==> config.mk <==
export PLATFORM = sky130hd
export DESIGN_NAME = lockable_tlb
export DESIGN_NICKNAME = d
export VERILOG_FILES = /design/src/rtl/tlb_lock_pkg.sv /design/src/rtl/tlb_range_cmp.sv /design/src/rtl/tlb_slot_pick.sv /design/src/rtl/lockable_tlb.sv
export SDC_FILE = /design/constraint.sdc
export NUM_CORES = 1
export LEC_CHECK = 0
export ABC_CLOCK_PERIOD_IN_PS = 8900
export BUFFER_PORTS_ARGS = -buffer_cell sky130_fd_sc_hd__buf_2
export CORE_MARGIN = 1
export CORE_UTILIZATION = 35
export CTS_BUF_LIST = sky130_fd_sc_hd__clkbuf_4 sky130_fd_sc_hd__clkbuf_8
export DETAILED_ROUTE_END_ITERATION = 7
export PLACE_DENSITY = 0.64
export SLEW_MARGIN = 10
export SYNTH_ARGS = -nofsm -noshare
export SYNTH_HDL_FRONTEND = slang
export SYNTH_SLANG_ARGS = --single-unit
export TNS_END_PERCENT = 5
==> constraint.sdc <==
create_clock -name clk -period 8.9 [get_ports clk]
set_clock_uncertainty 0.05 [all_clocks]
set_input_delay 1.78 -clock clk [delete_from_list [all_inputs] [get_ports clk]]
set_output_delay 1.78 -clock clk [all_outputs]
set_load 0.01 [all_outputs]
==> src/rtl/tlb_lock_pkg.sv <==
package tlb_lock_pkg;

    localparam int ADDR_W = 32;
    typedef logic [ADDR_W-1:0] addr_t;

    // page-size code held in each tag
    typedef enum logic [1:0] {
        PG_1M  = 2'd0,
        PG_64K = 2'd1,
        PG_4K  = 2'd2,
        PG_16M = 2'd3
    } pg_size_e;

    // operation chosen for the current cycle
    typedef enum logic [2:0] {
        OP_IDLE,
        OP_FLUSH,
        OP_LOAD,
        OP_INVAL,
        OP_READ
    } op_e;

    // mask of the in-page offset bits for a size code
    function automatic addr_t off_mask(input pg_size_e sz);
        unique case (sz)
            PG_1M:   off_mask = addr_t'(32'h000F_FFFF);
            PG_64K:  off_mask = addr_t'(32'h0000_FFFF);
            PG_4K:   off_mask = addr_t'(32'h0000_0FFF);
            default: off_mask = addr_t'(32'h00FF_FFFF);
        endcase
    endfunction

endpackage

==> src/rtl/tlb_range_cmp.sv <==
module tlb_range_cmp
    import tlb_lock_pkg::*;
(
    input  logic  valid,
    input  addr_t tag_va,
    input  logic [1:0] size,
    input  addr_t probe,
    output logic  match
);
    addr_t page_bits;

    always_comb begin
        page_bits = ~off_mask(pg_size_e'(size));
        match     = valid && (((probe ^ tag_va) & page_bits) == '0);
    end
endmodule

==> src/rtl/tlb_slot_pick.sv <==
module tlb_slot_pick #(
    parameter int ENTRIES = 8,
    localparam int IDX_W = $clog2(ENTRIES),
    localparam int CNT_W = $clog2(ENTRIES + 1)
) (
    input  logic [ENTRIES-1:0] valid,
    input  logic [CNT_W-1:0]   base,
    output logic               found,
    output logic [IDX_W-1:0]   idx
);
    // lowest invalid slot at or above the lock base
    always_comb begin
        found = 1'b0;
        idx   = '0;
        for (int i = ENTRIES - 1; i >= 0; i--) begin
            if (!valid[i] && (CNT_W'(i) >= base)) begin
                found = 1'b1;
                idx   = IDX_W'(i);
            end
        end
    end
endmodule

==> src/rtl/lockable_tlb.sv <==
module lockable_tlb
    import tlb_lock_pkg::*;
#(
    parameter int ENTRIES = 8,
    parameter int ATTR_W  = 4,
    localparam int IDX_W = $clog2(ENTRIES),
    localparam int CNT_W = $clog2(ENTRIES + 1)
) (
    input  logic              clk,
    input  logic              rst_n,
    input  logic              flush_req,
    input  logic              ld_req,
    input  logic              ld_keep,
    input  logic [1:0]        ld_size,
    input  logic [31:0]       ld_va,
    input  logic [31:0]       ld_pa,
    input  logic [ATTR_W-1:0] ld_attr,
    output logic              ld_ok,
    output logic              ld_busy,
    output logic              ld_full,
    output logic [IDX_W-1:0]  ld_slot,
    input  logic              inv_req,
    input  logic [31:0]       inv_va,
    input  logic              rd_req,
    input  logic [IDX_W-1:0]  rd_idx,
    output logic              rd_ack,
    output logic              rd_valid,
    output logic              rd_keep,
    output logic [1:0]        rd_size,
    output logic [31:0]       rd_va,
    output logic [31:0]       rd_pa,
    output logic [ATTR_W-1:0] rd_attr,
    output logic [CNT_W-1:0]  lk_base,
    output logic [CNT_W-1:0]  lk_victim,
    input  logic [31:0]       lu_va,
    output logic              lu_hit,
    output logic [31:0]       lu_pa,
    output logic [ATTR_W-1:0] lu_attr
);
    localparam logic [CNT_W-1:0] FULL_CNT = CNT_W'(ENTRIES);

    // slot storage
    logic [ENTRIES-1:0] e_valid, e_keep;
    addr_t              e_va   [ENTRIES];
    addr_t              e_pa   [ENTRIES];
    logic [1:0]         e_size [ENTRIES];
    logic [ATTR_W-1:0]  e_attr [ENTRIES];

    logic [CNT_W-1:0] base_q, victim_q;
    logic [ENTRIES-1:0] lu_match, inv_match;

    // per-slot comparators for lookup and invalidate
    for (genvar g = 0; g < ENTRIES; g++) begin : g_cmp
        tlb_range_cmp u_lu (
            .valid(e_valid[g]), .tag_va(e_va[g]), .size(e_size[g]),
            .probe(lu_va), .match(lu_match[g])
        );
        tlb_range_cmp u_inv (
            .valid(e_valid[g]), .tag_va(e_va[g]), .size(e_size[g]),
            .probe(inv_va), .match(inv_match[g])
        );
    end

    // free-slot search
    logic             free_found;
    logic [IDX_W-1:0] free_idx;
    tlb_slot_pick #(.ENTRIES(ENTRIES)) u_pick (
        .valid(e_valid), .base(base_q), .found(free_found), .idx(free_idx)
    );

    // operation decode, fixed priority
    op_e op;
    always_comb begin
        if (flush_req)    op = OP_FLUSH;
        else if (ld_req)  op = OP_LOAD;
        else if (inv_req) op = OP_INVAL;
        else if (rd_req)  op = OP_READ;
        else              op = OP_IDLE;
    end

    // load placement and lock update
    logic             all_pinned, ld_can;
    logic [IDX_W-1:0] tgt_idx;
    logic [CNT_W-1:0] base_after, slot_plus, victim_after;
    addr_t            ld_mask;
    always_comb begin
        all_pinned   = (base_q == FULL_CNT);
        tgt_idx      = ld_keep ? base_q[IDX_W-1:0] : free_idx;
        ld_can       = !all_pinned && (ld_keep || free_found);
        base_after   = ld_keep ? base_q + 1'b1 : base_q;
        slot_plus    = CNT_W'(tgt_idx) + 1'b1;
        victim_after = (slot_plus == FULL_CNT) ? base_after : slot_plus;
        ld_mask      = ~off_mask(pg_size_e'(ld_size));
    end

    // control state: valid bits, lock counters, result pulses
    always_ff @(posedge clk) begin
        if (!rst_n) begin
            e_valid  <= '0;
            e_keep   <= '0;
            base_q   <= '0;
            victim_q <= '0;
            ld_ok    <= 1'b0;
            ld_busy  <= 1'b0;
            ld_full  <= 1'b0;
            ld_slot  <= '0;
            rd_ack   <= 1'b0;
        end else begin
            ld_ok   <= 1'b0;
            ld_busy <= 1'b0;
            ld_full <= 1'b0;
            rd_ack  <= 1'b0;
            unique case (op)
                OP_FLUSH: begin
                    e_valid  <= '0;
                    e_keep   <= '0;
                    base_q   <= '0;
                    victim_q <= '0;
                end
                OP_LOAD: begin
                    if (all_pinned) begin
                        ld_busy <= 1'b1;
                    end else if (!ld_can) begin
                        ld_full <= 1'b1;
                    end else begin
                        e_valid[tgt_idx] <= 1'b1;
                        e_keep[tgt_idx]  <= ld_keep;
                        base_q           <= base_after;
                        victim_q         <= victim_after;
                        ld_ok            <= 1'b1;
                        ld_slot          <= tgt_idx;
                    end
                end
                OP_INVAL: begin
                    e_valid <= e_valid & ~inv_match;
                    e_keep  <= e_keep & ~inv_match;
                end
                OP_READ: begin
                    victim_q <= CNT_W'(rd_idx);
                    rd_ack   <= 1'b1;
                end
                OP_IDLE: ;
                default: ;
            endcase
        end
    end

    // slot payload and read-back registers (no reset needed)
    always_ff @(posedge clk) begin
        if (op == OP_LOAD && ld_can) begin
            e_va[tgt_idx]   <= ld_va & ld_mask;
            e_pa[tgt_idx]   <= ld_pa & ld_mask;
            e_size[tgt_idx] <= ld_size;
            e_attr[tgt_idx] <= ld_attr;
        end
        if (op == OP_READ) begin
            rd_valid <= e_valid[rd_idx];
            rd_keep  <= e_keep[rd_idx];
            rd_size  <= e_size[rd_idx];
            rd_va    <= e_va[rd_idx];
            rd_pa    <= e_pa[rd_idx];
            rd_attr  <= e_attr[rd_idx];
        end
    end

    // combinational lookup, lowest index wins
    always_comb begin
        lu_hit  = 1'b0;
        lu_pa   = '0;
        lu_attr = '0;
        for (int i = ENTRIES - 1; i >= 0; i--) begin
            if (lu_match[i]) begin
                lu_hit  = 1'b1;
                lu_pa   = e_pa[i] | (lu_va & off_mask(pg_size_e'(e_size[i])));
                lu_attr = e_attr[i];
            end
        end
    end

    assign lk_base   = base_q;
    assign lk_victim = victim_q;

    // a pinned load moves the base up by exactly one
    a_r2_base_step: assert property (@(posedge clk) disable iff (!rst_n)
        ld_ok && $past(ld_keep) |-> lk_base == $past(lk_base) + 1'b1);

    // a refused load leaves the lock untouched while all slots are pinned
    a_r3_busy_frozen: assert property (@(posedge clk) disable iff (!rst_n)
        ld_busy |-> lk_base == FULL_CNT && $stable(lk_base) && $stable(lk_victim));

    // an unpinned load never lands below the base
    a_r4_slot_above_base: assert property (@(posedge clk) disable iff (!rst_n)
        ld_ok && !$past(ld_keep) |-> CNT_W'(ld_slot) >= $past(lk_base));

    // after a load the victim lies between base and entry count
    a_r5_victim_range: assert property (@(posedge clk) disable iff (!rst_n)
        ld_ok |-> lk_victim >= lk_base && lk_victim <= FULL_CNT);

    // non-overlapping translations give at most one match
    a_r7_single_match: assert property (@(posedge clk) disable iff (!rst_n)
        $onehot0(lu_match));

    // flush empties the buffer and clears the lock
    a_r9_flush_clear: assert property (@(posedge clk) disable iff (!rst_n)
        $past(flush_req) |-> lk_base == '0 && lk_victim == '0 && !lu_hit);

    // a read points the victim at the slot read
    a_r10_read_victim: assert property (@(posedge clk) disable iff (!rst_n)
        rd_ack |-> lk_victim == CNT_W'($past(rd_idx)));

    // only one load outcome per cycle
    a_r4_one_outcome: assert property (@(posedge clk) disable iff (!rst_n)
        $onehot0({ld_ok, ld_busy, ld_full}));
endmodule

# After elaboration in Yosys (flattened, before gate mapping)
# Memory sizes are Yosys's and may differ from the RTL's. A register that Yosys moved wholly into a read port is not among the register bits.
# Cells that the tools add are included.
# Widths: inputs -> output; s select.
[op_classes]
n_addsub = 2
magnitude_cmp = 11
eq_ne = 26
n_mux = 89
bitwise_logic = 66
reduce_logical = 71
[op_table]
columns = ["op", "n"]
rows = [
  ["$and 32x32->32", 26],
  ["$pmux 24 s3", 9],
  ["$logic_not 32->1", 16],
  ["$mux 32", 16],
  ["$xor 32x32->32", 16],
  ["$not 24->32", 8],
  ["$or 32x32->32", 8],
  ["$mux 4", 14],
  ["$pmux 8 s3", 2],
  ["$mux 3", 13],
  ["$mux 8", 4],
  ["$not 32->32", 1],
  ["$logic_and 1x1->1", 27],
  ["$mux 1", 25],
  ["$eq 2x1->1 const B", 9],
  ["$eq 2x2->1 const B", 9],
  ["$logic_not 2->1", 9],
  ["$and 8x8->8", 2],
  ["$ge 3x4->1 const A", 4],
  ["$pmux 4 s3", 1],
  ["$reduce_and 3->1", 4],
  ["$logic_not 1->1", 9],
  ["$bwmux 8", 1],
  ["$eq 4x4->1 const B", 2],
  ["21 further kinds", 30],
]
[totals]
reg_bits = 33
ramBits = 560
in_bits = 144
output_inout_bits = 124
wordCells = 280
mem_count = 4
[memory_table]
columns = ["name", "depth", "word_bits", "read_ports", "rd_clocked_by_memory_dff", "write_ports", "line", "text"]
rows = [
  ["e_pa", 8, 32, 9, 1, 1, "lockable_tlb.sv:45", "addr_t e_pa [ENTRIES];"],
  ["e_va", 8, 32, 9, 1, 1, "lockable_tlb.sv:44", "addr_t e_va [ENTRIES];"],
  ["e_attr", 8, 4, 9, 1, 1, "lockable_tlb.sv:47", "logic [ATTR_W-1:0] e_attr [ENTRIES];"],
  ["e_size", 8, 2, 9, 1, 1, "lockable_tlb.sv:46", "logic [1:0] e_size [ENTRIES];"],
]

# Depth between registers and ports, before layout
# Gate-level depths: netlist (run 1).
[depth]
word_depth = 19
depth_mapped = 15
depth_no_buf = 12

# Modules after synthesis
# A second synthesis (run 1) with hierarchy kept.
[hier_totals]
cells_unflattened = 1753
area_unflattened_um2 = 24317.1
[modules_own_cells]
columns = ["mod", "instances", "cells_each", "area_per_inst_um2", "seq_area_each_um2"]
rows = [
  ["lockable_tlb", 1, 1237, 19806.5, 13112.6],
  ["tlb_range_cmp", 16, 30, 266.5, 0.0],
  ["tlb_slot_pick", 1, 36, 246.5, 0.0],
]

# Worst setup path after synthesis (run 1)
# No wires, ideal clock.
[synth_path]
kind = "input port to flip-flop"
startpoint = "input ld_keep"
endpoint = "register e_valid[4]"
setup_time_ps = 72
arrival_time_ps = 6402
required_ps = 8778
path_slack_ps = 2376
cell_stages = 8
path_buffers = 2
cell_sequence = "clkbuf_1 nor4_1 o21ai_0 and3_1 clkbuf_1 nand2_1 nor3_1 o221a_2"
[synth_via]
elab_chain_cells = 9
elab_cells_between_ends = 14
classes_between = "2 x order compare; 1 x eq/ne; 6 x mux; 1 x bitwise; 4 x reduce/logical"
[synth_rtl]
columns = ["element", "line", "text"]
rows = [
  ["start, declared", "lockable_tlb.sv:13", "input logic ld_keep,"],
  ["$mux 3", "lockable_tlb.sv:88", "tgt_idx = ld_keep ? base_q[IDX_W-1:0] : free_idx;"],
  ["$lt 3x4->1 (implied by the code) / $ge 3x1->1 (equally long branches)", "lockable_tlb.sv:126", "e_valid[tgt_idx] <= 1'b1;"],
  ["$logic_and 1x1->1 (implied by the code)", "lockable_tlb.sv:126", ""],
  ["$mux 1 (implied by the code)", "lockable_tlb.sv:126", ""],
  ["$demux 1 s3", "lockable_tlb.sv:126", ""],
  ["$or 8x8->8 (no line)", "--", ""],
  ["$mux 8", "lockable_tlb.sv:123", "end else if (!ld_can) begin"],
  ["$mux 8", "lockable_tlb.sv:121", "if (all_pinned) begin"],
  ["$pmux 8 s3", "lockable_tlb.sv:113", "unique case (op)"],
  ["end signal, assigned", "lockable_tlb.sv:135", "e_valid <= e_valid & ~inv_match;"],
  ["end, declared", "lockable_tlb.sv:43", "logic [ENTRIES-1:0] e_valid, e_keep;"],
]
# Several ways; a longest one is shown, not always the timed one. The select of a mux whose other input is x is not followed.
# A chain may end at the register's enable or synchronous reset.

# Worst setup path in the final report (run 1)
[layout_path]
startpoint = "input lu_va[23]"
endpoint = "output lu_pa[17]"
[layout_via]
elab_chain_cells = 12
elab_cells_between_ends = 40
classes_between = "8 x mux; 16 x bitwise; 16 x reduce/logical"
[layout_rtl]
columns = ["element", "line", "text"]
rows = [
  ["start, declared", "lockable_tlb.sv:35", "input logic [31:0] lu_va,"],
  ["$xor 32x32->32", "tlb_range_cmp.sv:14", "match = valid && (((probe ^ tag_va) & page_bits) == '0);"],
  ["$and 32x32->32", "tlb_range_cmp.sv:14", ""],
  ["$logic_not 32->1", "tlb_range_cmp.sv:14", ""],
  ["$logic_and 1x1->1", "tlb_range_cmp.sv:14", ""],
  ["$mux 32 (7 in series)", "lockable_tlb.sv:172", "if (lu_match[i]) begin"],
  ["$mux 32 (*)", "lockable_tlb.sv:172", ""],
  ["end, declared", "lockable_tlb.sv:37", "output logic [31:0] lu_pa,"],
]
# Every way passes the cells marked *; elsewhere a longest branch is shown, timed or not.

==> metrics.txt, run 1 <==
outcome completed; Ys Warns 0; initial antenna violation count 7; PD cells ~160 nW/µm²; I/O pins 268; Final setup viols 0; Hold Buf Count CTS 0; gpl congestion ~0.95; Area growth, synth to finish 13.1%; Most common cell on crit path buf_2; Seq. cell area 13100 µm²; switch share 0.239; detailed-route DRC error count 0; Clock Sinks about 450; minimum clock period roughly 7.4 ns; H-tree levels 3; clk buf depth 3; Die Area between 60000 and 70000 µm²; Top FF cell, synth edfxtp_1; Final Hold Violating Endpoints 0; largest net degree at the start of global routing 54; Leak 9.35 nW; placed cell area around 26000 µm²; share of layout cells above drive strength 1 0.265; first-pass GRT wire length between 100000 and 150000 µm; Die Y ~260 µm; measured slew at the worst slew-check pin 1.35 ns; Iter 0 DRT Violations between 1500 and 2000; setup total negative slack 0 ns; RSZ-0062 raised after global routing no; grt ovf 0; top cells by area, synth edfxtp_1 (52%), mux4_2 (9.0%), xnor2_1 (6.3%), xor2_1 (5.6%), mux2_2 (2.6%); post-cts sizing count 0; CP required 7.07 ns; Syn Inst Count ~1800; vias in the first global route between 15000 and 20000; CP max-delay cell mux2i_1; number of CTS-inserted buffers 73; register area share after synthesis 0.545; footprint of the multi-input gates ~10000 µm²; core area 67500 µm²; crit path DAT 5.55 ns; Final Slew Violations 0; Vias about 16000; Overall Global Routing Usage 0.215; Avg Cell Area, Syn between 10 and 15 µm²; fmax around 140 MHz; relative slew slack 0.0926; most frequent cells in the layout edfxtp_1 (416), buf_2 (205), xnor2_1 (172); share of the synthesized area in the top cell type 0.520; IO Port Bufs approximately 210; clk slew on worst S/H paths 0.05 ns; period utilization 0.829; routed length per instance 26.2 µm; CP Launch Type input port; Synth area leader edfxtp_1; Post-CTS Setup Inserts 0; Yosys reg bits approximately 450; Max VDD drop 0.0000839 V; commonest non-fill, non-tap cell in the layout edfxtp_1; root buf cell clkbuf_8; Reg power frac 0.524; Post-Syn Area around 24000 µm²; worst-path maximum fanout 27; TritonCTS clock tree yes; remaining antenna violation count 0; Worst-Skew Late Latency about 0.66 ns; DRT Wirelength approximately 76000 µm; Initial Util 0.356; fill count approximately 6200; fraction of registers with async set/reset 0; final instance area approximately 27000 µm²; crit end category primary output; Critical Setup Path Class in2out; CP peak stage delay 0.70 ns; max cap viols 0; P_int approximately 0.0034 W; dpl hpwl 50400 µm; Tightest Hold Check Type reg2reg; DR pass1 iterations 5; clock network power share 0.395; Via density about 5.6; Die W ~260 µm; CP Cell Sequence buf_2 > xor2_1 > nor4_1 > o21ai_1 > nor3_4 > buf_4 > mux2i_1 > o21ai_0 > a2111oi_0 > a211oi_1 > buf_2; fin nets between 2000 and 2500; std cell rows 95; Comb power frac 0.081; Post-synth EDFFs about 420; Distinct cells, synth 71; NetSw ~0.0011 W
per-layer routing:
layer / part of all wire / global-route usage / up-vias
li1: - / - / 7111
met1: 0.40 / 0.274 / 8262
met2: 0.49 / 0.354 / 787
met3: 0.074 / 0.0369 / 169
met4: 0.040 / 0.104 / 2
met5: 0.00011 / 0 / -
logic make-up (layout without fill, tap and decap cells):
group | Yosys count | in the layout | share of synthesized area
AOI/OAI and AO/OA | 321 | 321 | 0.0947
DFF | 447 | 447 | 0.545
muxes | 174 | 174 | 0.125
other | 1 | 30 | 0.000156
xor gates and xnor gates | 327 | 327 | 0.119
and+or+nand+nor | 304 | 304 | 0.0657
buffers and inverters | 194 | 403 | 0.0380
adders and majority gates | 22 | 22 | 0.0115
worst paths after layout:
path / end / slack [ns] / startpoint / cells after the start
setup / recovery: lu_pa[17] / 1.52 / lu_va[23] / 11
setup reg to reg: e_pa[6][28]$_DFFE_PP_ / 4.76 / lk_base[1]$_SDFFE_PN0P_ / 10
hold / removal: e_keep[3]$_SDFFE_PN0P_ / 0.42 / e_keep[3]$_SDFFE_PN0P_ / 2
hold reg to reg: e_keep[3]$_SDFFE_PN0P_ / 0.42 / e_keep[3]$_SDFFE_PN0P_ / 2
cells in the mapped netlist, types with 31 or more instances:
library cell  instances
a21oi_1              79
nand2_1              73
mux2_2               56
xor2_1              155
xnor2_1             172
buf_2                35
edfxtp_1            416
nor2b_1              41
mux4_2               96
buf_4                32
clkbuf_1             58
nor2_1               62
nor4_1               31
o21ai_0              65
inv_1                49
dfxtp_1              31
worst max-delay path: cells and delay by family:
kind | cells | cell delay (ns)
AND/OR/NAND/NOR | 2 | 0.83
XOR/XNOR | 1 | 0.13
buffers and inverters | 3 | 1.18
multiplexers | 1 | 0.70
AO/OA/AOI/OAI | 4 | 0.92
through the flow:
step	util	power, W	worst slack (ns)	hold WS (ns)	std cells
CTS	0.402	0.00449	1.58	0.424	2895
floorplan	-	0.00263	2.38	0.391	1813
detailed placement	0.382	0.00274	1.62	0.415	2769
finish	0.403	0.00446	1.52	0.423	2901
global route	0.403	0.00460	1.29	0.435	2900
global placement	0.382	0.00273	1.67	0.405	2769
cell type report:
class,instances,area share
Tap cell,873,0.0402
Multi-Input combinational cell,1172,0.375
Clock inverter,32,0.00769
Timing Repair Buffer,228,0.0442
Inverter,49,0.00676
Antenna cell,6,0.000552
Sequential cell,447,0.482
Clock buffer,94,0.0437
power by group through the flow:
stage	Sequential [W]	Combinational (W)	Clock (W)
2_1_floorplan	0.00238	0.000245	0
3_3_place_gp	0.00238	0.000351	0
3_5_place_dp	0.00238	0.000358	0
4_1_cts	0.00234	0.000359	0.00179
5_1_grt	0.00234	0.000383	0.00188
6_report	0.00234	0.000361	0.00176
flip-flops by register name (all words and copies together), names as in the netlist:
| register | cells |
|---|---|
| e_va | 160 |
| rd_attr | 4 |
| rd_size | 2 |
| ld_busy | 1 |
| rd_valid | 1 |
| rd_keep | 1 |
| lk_base | 4 |
| ld_ok | 1 |
| rd_ack | 1 |
| e_valid | 8 |
| ld_slot | 3 |
| e_pa | 160 |
| rd_pa | 20 |
| ld_full | 1 |
| e_size | 16 |
| lk_victim | 4 |
| e_keep | 8 |
| e_attr | 32 |
| rd_va | 20 |
(Power assumes the default switching activity.)
==> inputs of run 2 (changes only) <==
Settings changed: ABC_CLOCK_PERIOD_IN_PS 8900 to 6500, PLACE_DENSITY 0.64 to 0.66.
Clock period 8.9 ns to 6.5 ns, I/O delays scaled along.
==> run 2 against run 1 <==
Against the previous run:
- worst hold slack worse by 0.0034 ns
- die area unchanged
- register-to-register slack worse by 2.5 ns
- wire length shrank 0.84%
- count of clock-buffer cells in the layout down 5
- highest routed layer is now met4
- worst setup slack lost 0.97 ns
- clock power up 35%
- flip-flop and latch count unchanged
- via count about the same
==> metrics.txt, run 2 (same netlist as run 1, synthesis figures left out) <==
number of CTS-inserted buffers 72 (-1.4%); hold endpoint lk_victim[3]$_SDFFE_PN0P_; most frequent cells in the layout edfxtp_1 (416), buf_2 (205), xnor2_1 (172); gpl congestion 0.922 (-3.4%); relative slew slack 0.226 (+0.133); DRT Wirelength 75400 µm (-0.84%); Worst R2R Path Depth 9 (-1); H-tree levels 3 (unchanged); Final Hold Violating Endpoints 0 (unchanged); IO Port Bufs 207 (unchanged); I/O pins 268 (unchanged); Non-Filler Instances 2921 (+0.69%); TritonCTS clock tree yes; outcome completed; footprint of the multi-input gates 10200 µm² (-0.11%); Final Slew Violations 0 (unchanged); CP Cell Sequence buf_2 > xor2_1 > o41ai_1 > o21ai_1 > or3_1 > nand2b_1 > nor2b_2 > a21oi_1 > o41ai_1 > buf_2; setup total negative slack 0 ns (unchanged); PD cells 222 nW/µm² (+35%); Tightest Hold Check Type reg2reg; crit path DAT 4.60 ns (-0.95 ns); CP max-delay cell o41ai_1; final worst slack 0.550 ns (-0.975 ns); fin nets 2159 (+1.0%); DR pass1 iterations 5 (unchanged); routed length per instance 25.8 µm (-1.5%); worst-path maximum fanout 15 (-44%); cell count after placement 2792 (+0.83%); Area growth, synth to finish 13.8%; grt ovf 0 (unchanged); RSZ-0062 raised after global routing no; vias in the first global route 16500 (-2.6%); commonest non-fill, non-tap cell in the layout edfxtp_1; Die Area 69700 µm² (unchanged); share of layout cells above drive strength 1 0.271 (+0.00546); Critical Setup Path Class in2out; root buf cell clkbuf_8; reg2reg end e_pa[3][19]$_DFFE_PP_; minimum clock period 5.95 ns; max cap viols 0 (unchanged); flop2flop setup slack 2.25 ns (-2.51 ns); Max VDD drop 0.000127 V (+51%); hold_ws 0.420 ns (-0.00338 ns); detailed-route DRC error count 0 (unchanged); Iter 0 DRT Violations 1721 (+13%); first-pass GRT wire length 110000 µm (-0.52%); measured slew at the worst slew-check pin 1.15 ns (-0.202 ns); initial antenna violation count 4 (-3); crit end category primary output; Final setup viols 0 (unchanged); Core Util, Final 0.405 (+0.00232); CP Launch Type input port; Setup WS pre-CTS 0.547 ns (-1.07 ns); Clock Sinks 447 (unchanged); Via density 5.59 (-0.62%); Overall Global Routing Usage 0.215 (about the same); dpl hpwl 51700 µm (+2.6%); CP required 5.15 ns (-1.92 ns); largest net degree at the start of global routing 67 (+24%); fill count 6262 (+0.26%); Seq. cell area 13100 µm² (unchanged); Hold Path Depth 2 (unchanged); Regs by FF count e_pa x160, e_va x160, e_attr x32; post-cts sizing count 0 (unchanged); CP peak stage delay 0.60 ns (-0.10 ns); std cell rows 95 (unchanged); Die W 264 µm (unchanged); clk slew on worst S/H paths 0.06 ns (about the same); Hold Crit Start lk_victim[3]$_SDFFE_PN0P_; Initial Util 0.356 (unchanged); remaining antenna violation count 0 (unchanged); Die Y 264 µm (unchanged); Vias 16300 (+0.067%); Worst-Skew Late Latency 0.66 ns (about the same); clk buf depth 3 (unchanged); period utilization 0.915; Hold Buf Count CTS 0 (unchanged); Post-CTS Setup Inserts 0 (unchanged); Leak 9.46 nW (+1.2%); fmax about 170 MHz; core area 67500 µm² (unchanged); Crit Reg-Reg Startpoint lk_base[1]$_SDFFE_PN0P_
run 2: cell types whose count changed in the layout (fill, tap and decap cells not counted), moves of 2 or more:
cell,delta
clkinv_1,+4
clkinv_2,+2
clkinvlp_4,-2
clkbuf_8,-4
buf_12,+4
diode_2,-2
buf_4,+19
run 2: layout make-up:
cell class | instances | area share
Inverter | 49 | 0.00673
Clock inverter | 36 | 0.00810
Multi-Input combinational cell | 1172 | 0.372
Tap cell | 873 | 0.0399
Sequential cell | 447 | 0.480
Antenna cell | 4 | 0.000366
Timing Repair Buffer | 251 | 0.0521
Clock buffer | 89 | 0.0411
run 2: worst max-delay path by stage:
stage	startpoint	endpoint	slack, ns
after global routing	lu_va[15]	lu_pa[23]	0.40
after floorplan	ld_keep	e_valid[4]$_SDFFE_PN0P_	0.46
after CTS	lu_va[15]	lu_pa[23]	0.53
after detailed placement	lu_va[15]	lu_pa[23]	0.55
final	lu_va[15]	lu_pa[23]	0.55
after global placement	lu_va[15]	lu_pa[23]	0.56
run 2: layer usage:
layer,vias to the layer above,part of all wire,track usage
met5,-,0,0
met4,0,0.035,0.0869
met3,148,0.076,0.0341
met2,842,0.48,0.352
met1,8195,0.41,0.284
li1,7157,-,-
run 2: critical path, delay by kind of cell:
kind | cells | cell delay [ns]
AO/OA/AOI/OAI | 4 | 1.50
AND/OR/NAND/NOR | 3 | 1.08
buffers and inverters | 2 | 0.58
XOR/XNOR | 1 | 0.13
run 2: per-stage QoR:
step                      power (W)  instance area (µm²)
after CTS                   0.00610                27300
final                       0.00606                27300
after detailed placement    0.00376                26000
after global placement      0.00375                26000
after floorplan             0.00360                24100
after global routing        0.00626                27300
run 2: report_power, final:
part           leakage (nW)  total, W  switching [W]  internal (W)
clock network         0.703   0.00237        0.00115       0.00122
registers              4.04   0.00320      0.0000184       0.00318
logic                  4.72  0.000499       0.000301      0.000198
total                  9.46   0.00606        0.00147       0.00460
